$ cat src/rtl/xpt_pkg.sv
package xpt_pkg;

   // Structure of the write-enable decoder.
   typedef enum logic [0:0] {
      DEC_FLAT  = 1'b0,   // one full-index comparator per cell
      DEC_SPLIT = 1'b1    // row one-hot AND column one-hot
   } dec_style_e;

   localparam int unsigned MAX_AW = 4;  // upper bound for each address width

endpackage

$ cat src/rtl/xpt_in_stage.sv
module xpt_in_stage #(
   parameter int unsigned ROW_AW = 3,
   parameter int unsigned COL_AW = 3
) (
   input  logic                     clk,
   input  logic                     rst,
   input  logic [ROW_AW-1:0]        row_addr,
   input  logic [COL_AW-1:0]        col_addr,
   input  logic                     wr_data,
   input  logic                     strobe,
   output logic [ROW_AW+COL_AW-1:0] idx_q,
   output logic                     dat_q,
   output logic                     stb_q
);

   // Registers all write controls. The column address forms the upper index bits.
   always_ff @(posedge clk or posedge rst) begin
      if (rst) begin
         idx_q <= '0;
         dat_q <= 1'b0;
         stb_q <= 1'b0;
      end else begin
         idx_q <= {col_addr, row_addr};
         dat_q <= wr_data;
         stb_q <= strobe;
      end
   end

endmodule

$ cat src/rtl/xpt_dec.sv
module xpt_dec #(
   parameter int unsigned         ROW_AW    = 3,
   parameter int unsigned         COL_AW    = 3,
   parameter xpt_pkg::dec_style_e DEC_STYLE = xpt_pkg::DEC_SPLIT
) (
   input  logic                                 clk,
   input  logic                                 rst,
   input  logic [ROW_AW+COL_AW-1:0]             idx_q,
   input  logic                                 stb_q,
   output logic [(1<<(ROW_AW+COL_AW))-1:0]      wr_en
);

   localparam int unsigned N_ROWS  = 1 << ROW_AW;
   localparam int unsigned N_COLS  = 1 << COL_AW;
   localparam int unsigned CELL_AW = ROW_AW + COL_AW;
   localparam int unsigned N_CELLS = 1 << CELL_AW;

   generate
      if (DEC_STYLE == xpt_pkg::DEC_FLAT) begin : g_flat
         for (genvar i = 0; i < N_CELLS; i++) begin : g_cell
            assign wr_en[i] = stb_q && (idx_q == CELL_AW'(i));
         end
      end else begin : g_split
         logic [ROW_AW-1:0] row_sel;
         logic [COL_AW-1:0] col_sel;
         logic [N_ROWS-1:0] row_oh;
         logic [N_COLS-1:0] col_oh;

         assign row_sel = idx_q[ROW_AW-1:0];
         assign col_sel = idx_q[CELL_AW-1:ROW_AW];

         for (genvar r = 0; r < N_ROWS; r++) begin : g_row
            assign row_oh[r] = (row_sel == ROW_AW'(r));
         end
         for (genvar c = 0; c < N_COLS; c++) begin : g_col
            assign col_oh[c] = stb_q && (col_sel == COL_AW'(c));
         end
         for (genvar c = 0; c < N_COLS; c++) begin : g_and_c
            for (genvar r = 0; r < N_ROWS; r++) begin : g_and_r
               assign wr_en[c*N_ROWS + r] = col_oh[c] & row_oh[r];
            end
         end
      end
   endgenerate

   // at most one cell is enabled on any edge.
   a_r5_single_enable: assert property (@(posedge clk) disable iff (rst)
      $onehot0(wr_en));

endmodule

$ cat src/rtl/xpt_cells.sv
module xpt_cells #(
   parameter int unsigned N_CELLS = 64
) (
   input  logic               clk,
   input  logic               rst,
   input  logic [N_CELLS-1:0] wr_en,
   input  logic               dat_q,
   output logic [N_CELLS-1:0] cell_q
);

   generate
      for (genvar i = 0; i < N_CELLS; i++) begin : g_cell
         always_ff @(posedge clk or posedge rst) begin
            if (rst) begin
               cell_q[i] <= 1'b0;
            end else if (wr_en[i]) begin
               cell_q[i] <= dat_q;
            end
         end

         // an enabled cell takes on the registered data.
         a_r3_follow: assert property (@(posedge clk) disable iff (rst)
            wr_en[i] |=> (cell_q[i] == $past(dat_q)));

         // a cell that is not enabled keeps its value.
         a_r5_keep: assert property (@(posedge clk) disable iff (rst)
            !wr_en[i] |=> $stable(cell_q[i]));
      end
   endgenerate

endmodule

$ cat src/rtl/xpt_ctrl_mem.sv
module xpt_ctrl_mem #(
   parameter int unsigned         ROW_AW    = 3,
   parameter int unsigned         COL_AW    = 3,
   parameter xpt_pkg::dec_style_e DEC_STYLE = xpt_pkg::DEC_SPLIT
) (
   input  logic                                        clk,
   input  logic                                        rst,
   input  logic [ROW_AW-1:0]                           row_addr,
   input  logic [COL_AW-1:0]                           col_addr,
   input  logic                                        wr_data,
   input  logic                                        strobe,
   input  logic [ROW_AW+COL_AW-1:0]                    rd_idx,
   output logic [(1<<(ROW_AW+COL_AW))-1:0]             sw_state,
   output logic [(1<<COL_AW)-1:0][(1<<ROW_AW)-1:0]     sw_grid,
   output logic                                        rd_bit
);

   localparam int unsigned N_ROWS  = 1 << ROW_AW;
   localparam int unsigned N_COLS  = 1 << COL_AW;
   localparam int unsigned CELL_AW = ROW_AW + COL_AW;
   localparam int unsigned N_CELLS = 1 << CELL_AW;

   generate
      if (ROW_AW < 1 || ROW_AW > xpt_pkg::MAX_AW) begin : g_bad_row
         $error("xpt_ctrl_mem: ROW_AW out of range");
      end
      if (COL_AW < 1 || COL_AW > xpt_pkg::MAX_AW) begin : g_bad_col
         $error("xpt_ctrl_mem: COL_AW out of range");
      end
   endgenerate

   logic [CELL_AW-1:0] idx_q;
   logic               dat_q;
   logic               stb_q;
   logic [N_CELLS-1:0] wr_en;
   logic [N_CELLS-1:0] cell_q;

   xpt_in_stage #(.ROW_AW(ROW_AW), .COL_AW(COL_AW)) in_i (
      .clk(clk), .rst(rst), .row_addr(row_addr), .col_addr(col_addr),
      .wr_data(wr_data), .strobe(strobe),
      .idx_q(idx_q), .dat_q(dat_q), .stb_q(stb_q)
   );

   xpt_dec #(.ROW_AW(ROW_AW), .COL_AW(COL_AW), .DEC_STYLE(DEC_STYLE)) dec_i (
      .clk(clk), .rst(rst), .idx_q(idx_q), .stb_q(stb_q), .wr_en(wr_en)
   );

   xpt_cells #(.N_CELLS(N_CELLS)) cells_i (
      .clk(clk), .rst(rst), .wr_en(wr_en), .dat_q(dat_q), .cell_q(cell_q)
   );

   assign sw_state = cell_q;
   assign rd_bit   = cell_q[rd_idx];

   generate
      for (genvar c = 0; c < N_COLS; c++) begin : g_gc
         for (genvar r = 0; r < N_ROWS; r++) begin : g_gr
            assign sw_grid[c][r] = cell_q[c*N_ROWS + r];
         end
      end
   endgenerate

   // every switch reads off while the clear is held.
   a_r6_clear: assert property (@(posedge clk) rst |-> (sw_state == '0));

   // the first edge after the clear leaves all cells off.
   a_r7_no_write_in_reset: assert property (@(posedge clk)
      $fell(rst) |-> (sw_state == '0));

endmodule

$ cat config.mk
export PLATFORM = sky130hd
export DESIGN_NAME = xpt_ctrl_mem
export DESIGN_NICKNAME = d
export VERILOG_FILES = /design/src/rtl/xpt_pkg.sv /design/src/rtl/xpt_in_stage.sv /design/src/rtl/xpt_dec.sv /design/src/rtl/xpt_cells.sv /design/src/rtl/xpt_ctrl_mem.sv
export SDC_FILE = /design/constraint.sdc
export NUM_CORES = 1
export LEC_CHECK = 0
export BUFFER_PORTS_ARGS = -buffer_cell sky130_fd_sc_hd__buf_2
export CAP_MARGIN = 0
export CORE_MARGIN = 10
export CORE_UTILIZATION = 35
export CTS_BUF_LIST = sky130_fd_sc_hd__clkbuf_16
export DETAILED_ROUTE_END_ITERATION = 6
export PLACE_DENSITY = 0.62
export SLEW_MARGIN = 10
export SYNTH_ARGS = -nofsm -noshare
export SYNTH_HDL_FRONTEND = slang
export SYNTH_SLANG_ARGS = --single-unit
export TNS_END_PERCENT = 10
$ cat constraint.sdc
create_clock -name clk -period 6 [get_ports clk]
set_input_delay 0.3 -clock clk [delete_from_list [all_inputs] [get_ports clk]]
set_output_delay 0.3 -clock clk [all_outputs]
set_load 0.02 [all_outputs]
==> flow_summary.json, run 1 <==
{
  "outcome": "finished, final reports clean",
  "core_area_sq_um": 11400,
  "die_h_um": 127,
  "initial_core_util_pct": 35.5,
  "synth_area_leaders": "dfrtp_1 45%, mux2_2 19%, buf_4 12%",
  "synth_cell_type_count": 25,
  "synth-simple-area-share_pct": 9.92,
  "viasPerCell": 5.02,
  "die_x_um": 127,
  "syn2layout_area_growth_pct": 16.2,
  "grt_busiest_layer": "met2",
  "firstDrtPassIters": 4,
  "p_per_area_nw_per_um2": 339,
  "netlist_area_sq_um": 4040,
  "post_drt_wl_per_cell_um": 20.0,
  "cts_root_buf": "clkbuf_16",
  "tightest_slew_ns": 1.02,
  "drt_drc_violations_left": 0,
  "cts_sinks": 72,
  "use_met1_pct": 17.1,
  "final.period_utilization_pct": 45.9,
  "dieArea_sq_um": 16200,
  "post_cts_buffers": 0,
  "syn-num-nets": 355,
  "use_met3_pct": 5.38,
  "drt_iter0_drc": 138,
  "synth-compound-area-share_pct": 1.12,
  "ys_seq_elements": 72,
  "clk_pin_slew_ns": 0.06,
  "leakage_nw": 2.45,
  "ctsHoldBuffers": 0,
  "max_slew_margin_pct": 31.2,
  "ir_worst_vdd_mv": 0.152,
  "grt_first_pass_wirelength_mm": 17.5,
  "drv_cap": 0,
  "grt.overflow.total": 0,
  "n_antenna_cell": 0,
  "finalHoldViolCount": 0,
  "setup_viol": 0,
  "place_inst": 550,
  "critPathMaxStageDelay_ns": 0.62,
  "synth_seq_area_share_pct": 44.6,
  "crit_type": "primary input to output pin",
  "cts_resized": 0,
  "critical_path_required_ns": 5.70,
  "clock_latency_ns": 0.33,
  "final.setup_skew_ns": 0.00410,
  "synth_top_area_share_pct": 44.6,
  "cts_tree": "built",
  "dpl.hpwl_mm": 8.26,
  "num-nets-final": 434,
  "io_pins": 145,
  "antenna_found_initial": 0,
  "layout.cells.non_filler": 566,
  "cp_cell_sequence": "buf_2 -> mux4_1 -> mux2_2 -> mux4_2 -> o32a_1 -> buf_2",
  "grt_start_max_net_pins": 73,
  "wirelength_mm": 11.3,
  "cp_slowest_cell": "mux4_1",
  "crit_path_max_fanout": 14,
  "cts_inserted_buffers": 9,
  "yosysTopAreaCell": "dfrtp_1",
  "drive_gt1_share_pct": 58.2,
  "fmaxAchievable_mhz": 363,
  "startpoint_type": "primary input",
  "ys_warn_count": 0,
  "port_buffers": 144,
  "ant_nets": 0,
  "min_period_ns": 2.76,
  "cp-end-kind": "output pin",
  "track_usage_pct": 13.7,
  "use_met2_pct": 21.9,
  "cp_common_cell": "buf_2",
  "synthMuxAreaShare_pct": 29.5,
  "synth_fa_ha_area_share_pct": 0,
  "rsz0062_at_grt": "false",
  "gp_congestion": 0.774,
  "clock_path_buffers": 2,
  "synth_xor_area_share_pct": 0,
  "hold_path.class": "primary input to flop",
  "tns_ns": 0,
  "avgSynthCellArea_sq_um": 11.9,
  "synth_top_family_by_area": "multiplexers",
  "via_count": 2842,
  "maxSlewViolCount": 0,
  "grt_pass1_vias": 3007,
  "worstPathArrival_ns": 2.46,
  "rows": 39,
  "htreeDepth": 3,
  "netlist_instances": 339
}
cell usage in the layout (no fill, tap or decap), types with 2 or more instances in the layout:
cell type  synthesis  layout
buf_2              0     144
buf_4             64       5
bufinv_16          0       2
clkbuf_16          0       9
clkinv_2           0       3
dfrtp_1           72      71
mux2_2            68      68
mux2i_1            2       2
mux4_1             6       6
mux4_2            11      11
nand2_1           62      62
nand2b_1           6       6
nor2_1             9       9
nor3_1             4       4
nor3b_1            3       3
or3_1              5       5
cell families after synthesis:
group | Yosys count
compound gates | 6
simple gates | 92
buf+inv | 82
flops | 72
mux | 87
where the power goes:
| part | internal, W | total, W | switching, W |
|---|---|---|---|
| sequential | 0.000545 | 0.000617 | 0.0000722 |
| combinational | 0.000159 | 0.000409 | 0.000250 |
| clock | 0.000360 | 0.000563 | 0.000203 |
state kept, by name, indices dropped and copies added (netlist names):
signal and cells:
cells_i.cell_q 64, in_i.dat_q 1, in_i.stb_q 1, in_i.idx_q 6
cell usage after synthesis:
cell,number
a22oi_1,1
and3b_1,1
buf_4,64
buf_6,4
clkbuf_1,11
clkbuf_8,2
dfrtp_1,72
inv_1,1
mux2_2,68
mux2i_1,2
mux4_1,6
mux4_2,11
nand2_1,62
nand2b_1,6
nand3_1,1
nor2_1,9
nor3_1,4
nor3b_1,3
o2111ai_1,1
o211ai_1,1
o21ai_0,1
o22ai_1,1
o32a_1,1
or2b_2,1
or3_1,5
worst max-delay path: cells and delay by family:
family,cells,cell delay (ns)
AO/OA/AOI/OAI,1,0.22
multiplexers,3,1.36
buffers and inverters,2,0.57
per-layer routing:
layer  wire [um]  share of wire, %
met1        4850                43
met2        5460                48
met3         960               8.5
met4          58              0.51
met5           0                 0
worst paths after layout:
kind / startpoint / end / slack, ns / cells past startpoint
setup / recovery: rd_idx[0] / rd_bit / 3.24 / 6
hold / removal: row_addr[0] / in_i.idx_q[0] / 0.07 / 1
setup reg to reg: in_i.idx_q[5] / cells_i.cell_q[3] / 3.98 / 4
hold reg to reg: cells_i.cell_q[12] / cells_i.cell_q[12] / 0.55 / 1
max in group asynchronous: rst / in_i.dat_q / 5.14 / 3
min in group asynchronous: rst / in_i.idx_q[0] / 0.22 / 3
metrics by stage:
stage / total power (W) / instance area, sq um / hold slack [ns] / setup slack [ns] / util, %
3_5_place_dp: 0.00104 / 4380 / 0.409 / 3.24 / 38.5
5_1_grt: 0.00165 / 4690 / 0.0618 / 3.16 / 41.3
6_report: 0.00159 / 4690 / 0.0714 / 3.24 / 41.3
2_1_floorplan: 0.000949 / 4040 / 0.331 / 3.77 / -
3_3_place_gp: 0.00104 / 4380 / 0.411 / 3.28 / 38.5
4_1_cts: 0.00161 / 4690 / 0.0628 / 3.23 / 41.3
layout make-up:
class	count	area (sq um)
Inverter	1	3.75
Clock inverter	7	86.3
Sequential cell	72	1800
Fill cell	1089	6680
Clock buffer	9	225
Tap cell	143	179
Multi-Input combinational cell	185	1640
Timing Repair Buffer	149	758
Note: power is estimated with default switching activity, not from simulation.
==> run 2: changes to the inputs <==
- clock period: 6 -> 2.87 ns (I/O delays scaled with it)
==> flow_summary.json, run 2 (synthesized netlist as in run 1, its figures left out) <==
{
  "outcome": "finished, final reports clean",
  "critPathMaxStageDelay_ns": 0.51,
  "die_h_um": 127,
  "grt_start_max_net_pins": 73,
  "maxSlewViolCount": 0,
  "dpl.hpwl_mm": 8.27,
  "fmaxAchievable_mhz": 394,
  "largest_register_ffs": 64,
  "initial_core_util_pct": 35.5,
  "critical_path_required_ns": 2.73,
  "tightest_slew_ns": 0.970,
  "power_switching_w": 0.00107,
  "grt.overflow.total": 0,
  "mostFrequentLayoutCells": "144 x buf_2, 71 x dfrtp_1, 68 x mux2_2, 62 x nand2_1, 11 x mux4_2",
  "cts_sinks": 72,
  "ir_worst_vdd_mv": 0.286,
  "firstDrtPassIters": 4,
  "max_slew_margin_pct": 35.4,
  "min_period_ns": 2.53,
  "cp_slowest_cell": "mux4_1",
  "switching_share_pct": 33.4,
  "clock_path_buffers": 2,
  "dieArea_sq_um": 16200,
  "ant_nets": 0,
  "num-nets-final": 446,
  "final.period_utilization_pct": 88.3,
  "top_regs": "cells_i.cell_q x64, in_i.idx_q x6",
  "syn2layout_area_growth_pct": 18.6,
  "crit_type": "flop to output pin",
  "p_per_area_nw_per_um2": 671,
  "antenna_found_initial": 0,
  "io_pins": 145,
  "rsz0062_at_grt": "false",
  "fillers": 1084,
  "path_buf_inv": 1,
  "port_buffers": 144,
  "critical-path-top-delay-family": "multiplexers",
  "drv_cap": 0,
  "drt_drc_violations_left": 0,
  "die_x_um": 127,
  "post_drt_wl_per_cell_um": 19.5,
  "crit_path_max_fanout": 4,
  "grt_pass1_vias": 3049,
  "regMostFlops": "cells_i.cell_q",
  "cp_cell_sequence": "mux4_1 -> mux2_2 -> mux4_2 -> o32a_1 -> buf_2",
  "rows": 39,
  "worstPathArrival_ns": 2.39,
  "setup_viol": 0,
  "startpoint_type": "flop",
  "holdWs_ns": 0.426,
  "wirelength_mm": 11.3,
  "grt_first_pass_wirelength_mm": 17.5,
  "cp-end-kind": "output pin",
  "p_int_w": 0.00214,
  "p_clk_share_pct": 32.8,
  "ctsHoldBuffers": 9,
  "final.setup_skew_ns": 0.00487,
  "cts_inserted_buffers": 9,
  "layout_commonest_cell": "buf_2",
  "post_cts_buffers": 0,
  "clk_pin_slew_ns": 0.05,
  "htreeDepth": 3,
  "viasPerCell": 4.89,
  "leakage_nw": 2.50,
  "finalHoldViolCount": 0,
  "gp_congestion": 0.782,
  "tns_ns": 0,
  "via_count": 2834,
  "comb_power_share_pct": 27.1,
  "drive_gt1_share_pct": 56.3,
  "cts_resized": 0,
  "cts_tree": "built",
  "clock_latency_ns": 0.33,
  "core_area_sq_um": 11400,
  "hold_path.class": "primary input to async pin",
  "track_usage_pct": 13.6,
  "seqPwrFrac_pct": 40.1,
  "cts_root_buf": "clkbuf_16",
  "drt_iter0_drc": 114
}
-- run 2: metrics by stage --
| step | area (sq um) | worst slack, ns | std cells | utilization, % | power [W] |
|---|---|---|---|---|---|
| 4_1_cts | 4780 | 0.319 | 578 | 42.1 | 0.00325 |
| 5_1_grt | 4780 | 0.281 | 578 | 42.1 | 0.00337 |
| 3_5_place_dp | 4420 | 0.542 | 553 | 38.8 | 0.00219 |
| 6_report | 4790 | 0.335 | 579 | 42.1 | 0.00321 |
| 3_3_place_gp | 4420 | 0.535 | 553 | 38.8 | 0.00217 |
| 2_1_floorplan | 4040 | 0.797 | 339 | - | 0.00198 |
-- run 2: layout make-up --
type	instances	area [sq um]	share of cell area [%]
timing repair buffer	161	883	18.5
tap	143	179	3.74
antenna	1	2.50	0.0523
sequential	72	1800	37.7
clock inverter	7	53.8	1.12
multi-input combinational	185	1640	34.2
clock buffer	9	225	4.70
inverter	1	3.75	0.0784
-- run 2: power groups by stage --
stage	Clock [W]	Sequential, W	Combinational, W
3_3_place_gp	0	0.00130	0.000874
4_1_cts	0.00107	0.00129	0.000889
2_1_floorplan	0	0.00140	0.000584
3_5_place_dp	0	0.00131	0.000878
6_report	0.00105	0.00129	0.000871
5_1_grt	0.00113	0.00131	0.000931
-- run 2: tightest hold or removal path: stages --
cell,delay (ns)
dlygate4sd3_1,0.53
buf_2,0.12
inv_2,0.06
buf_12,0.31
-- run 2: final timing paths --
path                                     from            endpoint  slack [ns]  cells past startpoint
setup / recovery           cells_i.cell_q[23]              rd_bit        0.34                      5
hold / removal                            rst  cells_i.cell_q[35]        0.43                      4
setup reg to reg                   in_i.stb_q  cells_i.cell_q[32]        1.13                      4
hold reg to reg             cells_i.cell_q[8]   cells_i.cell_q[8]        0.54                      1
max in group asynchronous                 rst          in_i.dat_q        2.10                      4
min in group clk                       strobe          in_i.stb_q        0.45                      2
-- run 2: routing by layer --
metal / global-route usage (%) / wire [um]
met1: 17.6 / 4840
met2: 21.3 / 5340
met3: 4.09 / 1000
met4: 4.62 / 83
met5: 0 / 0
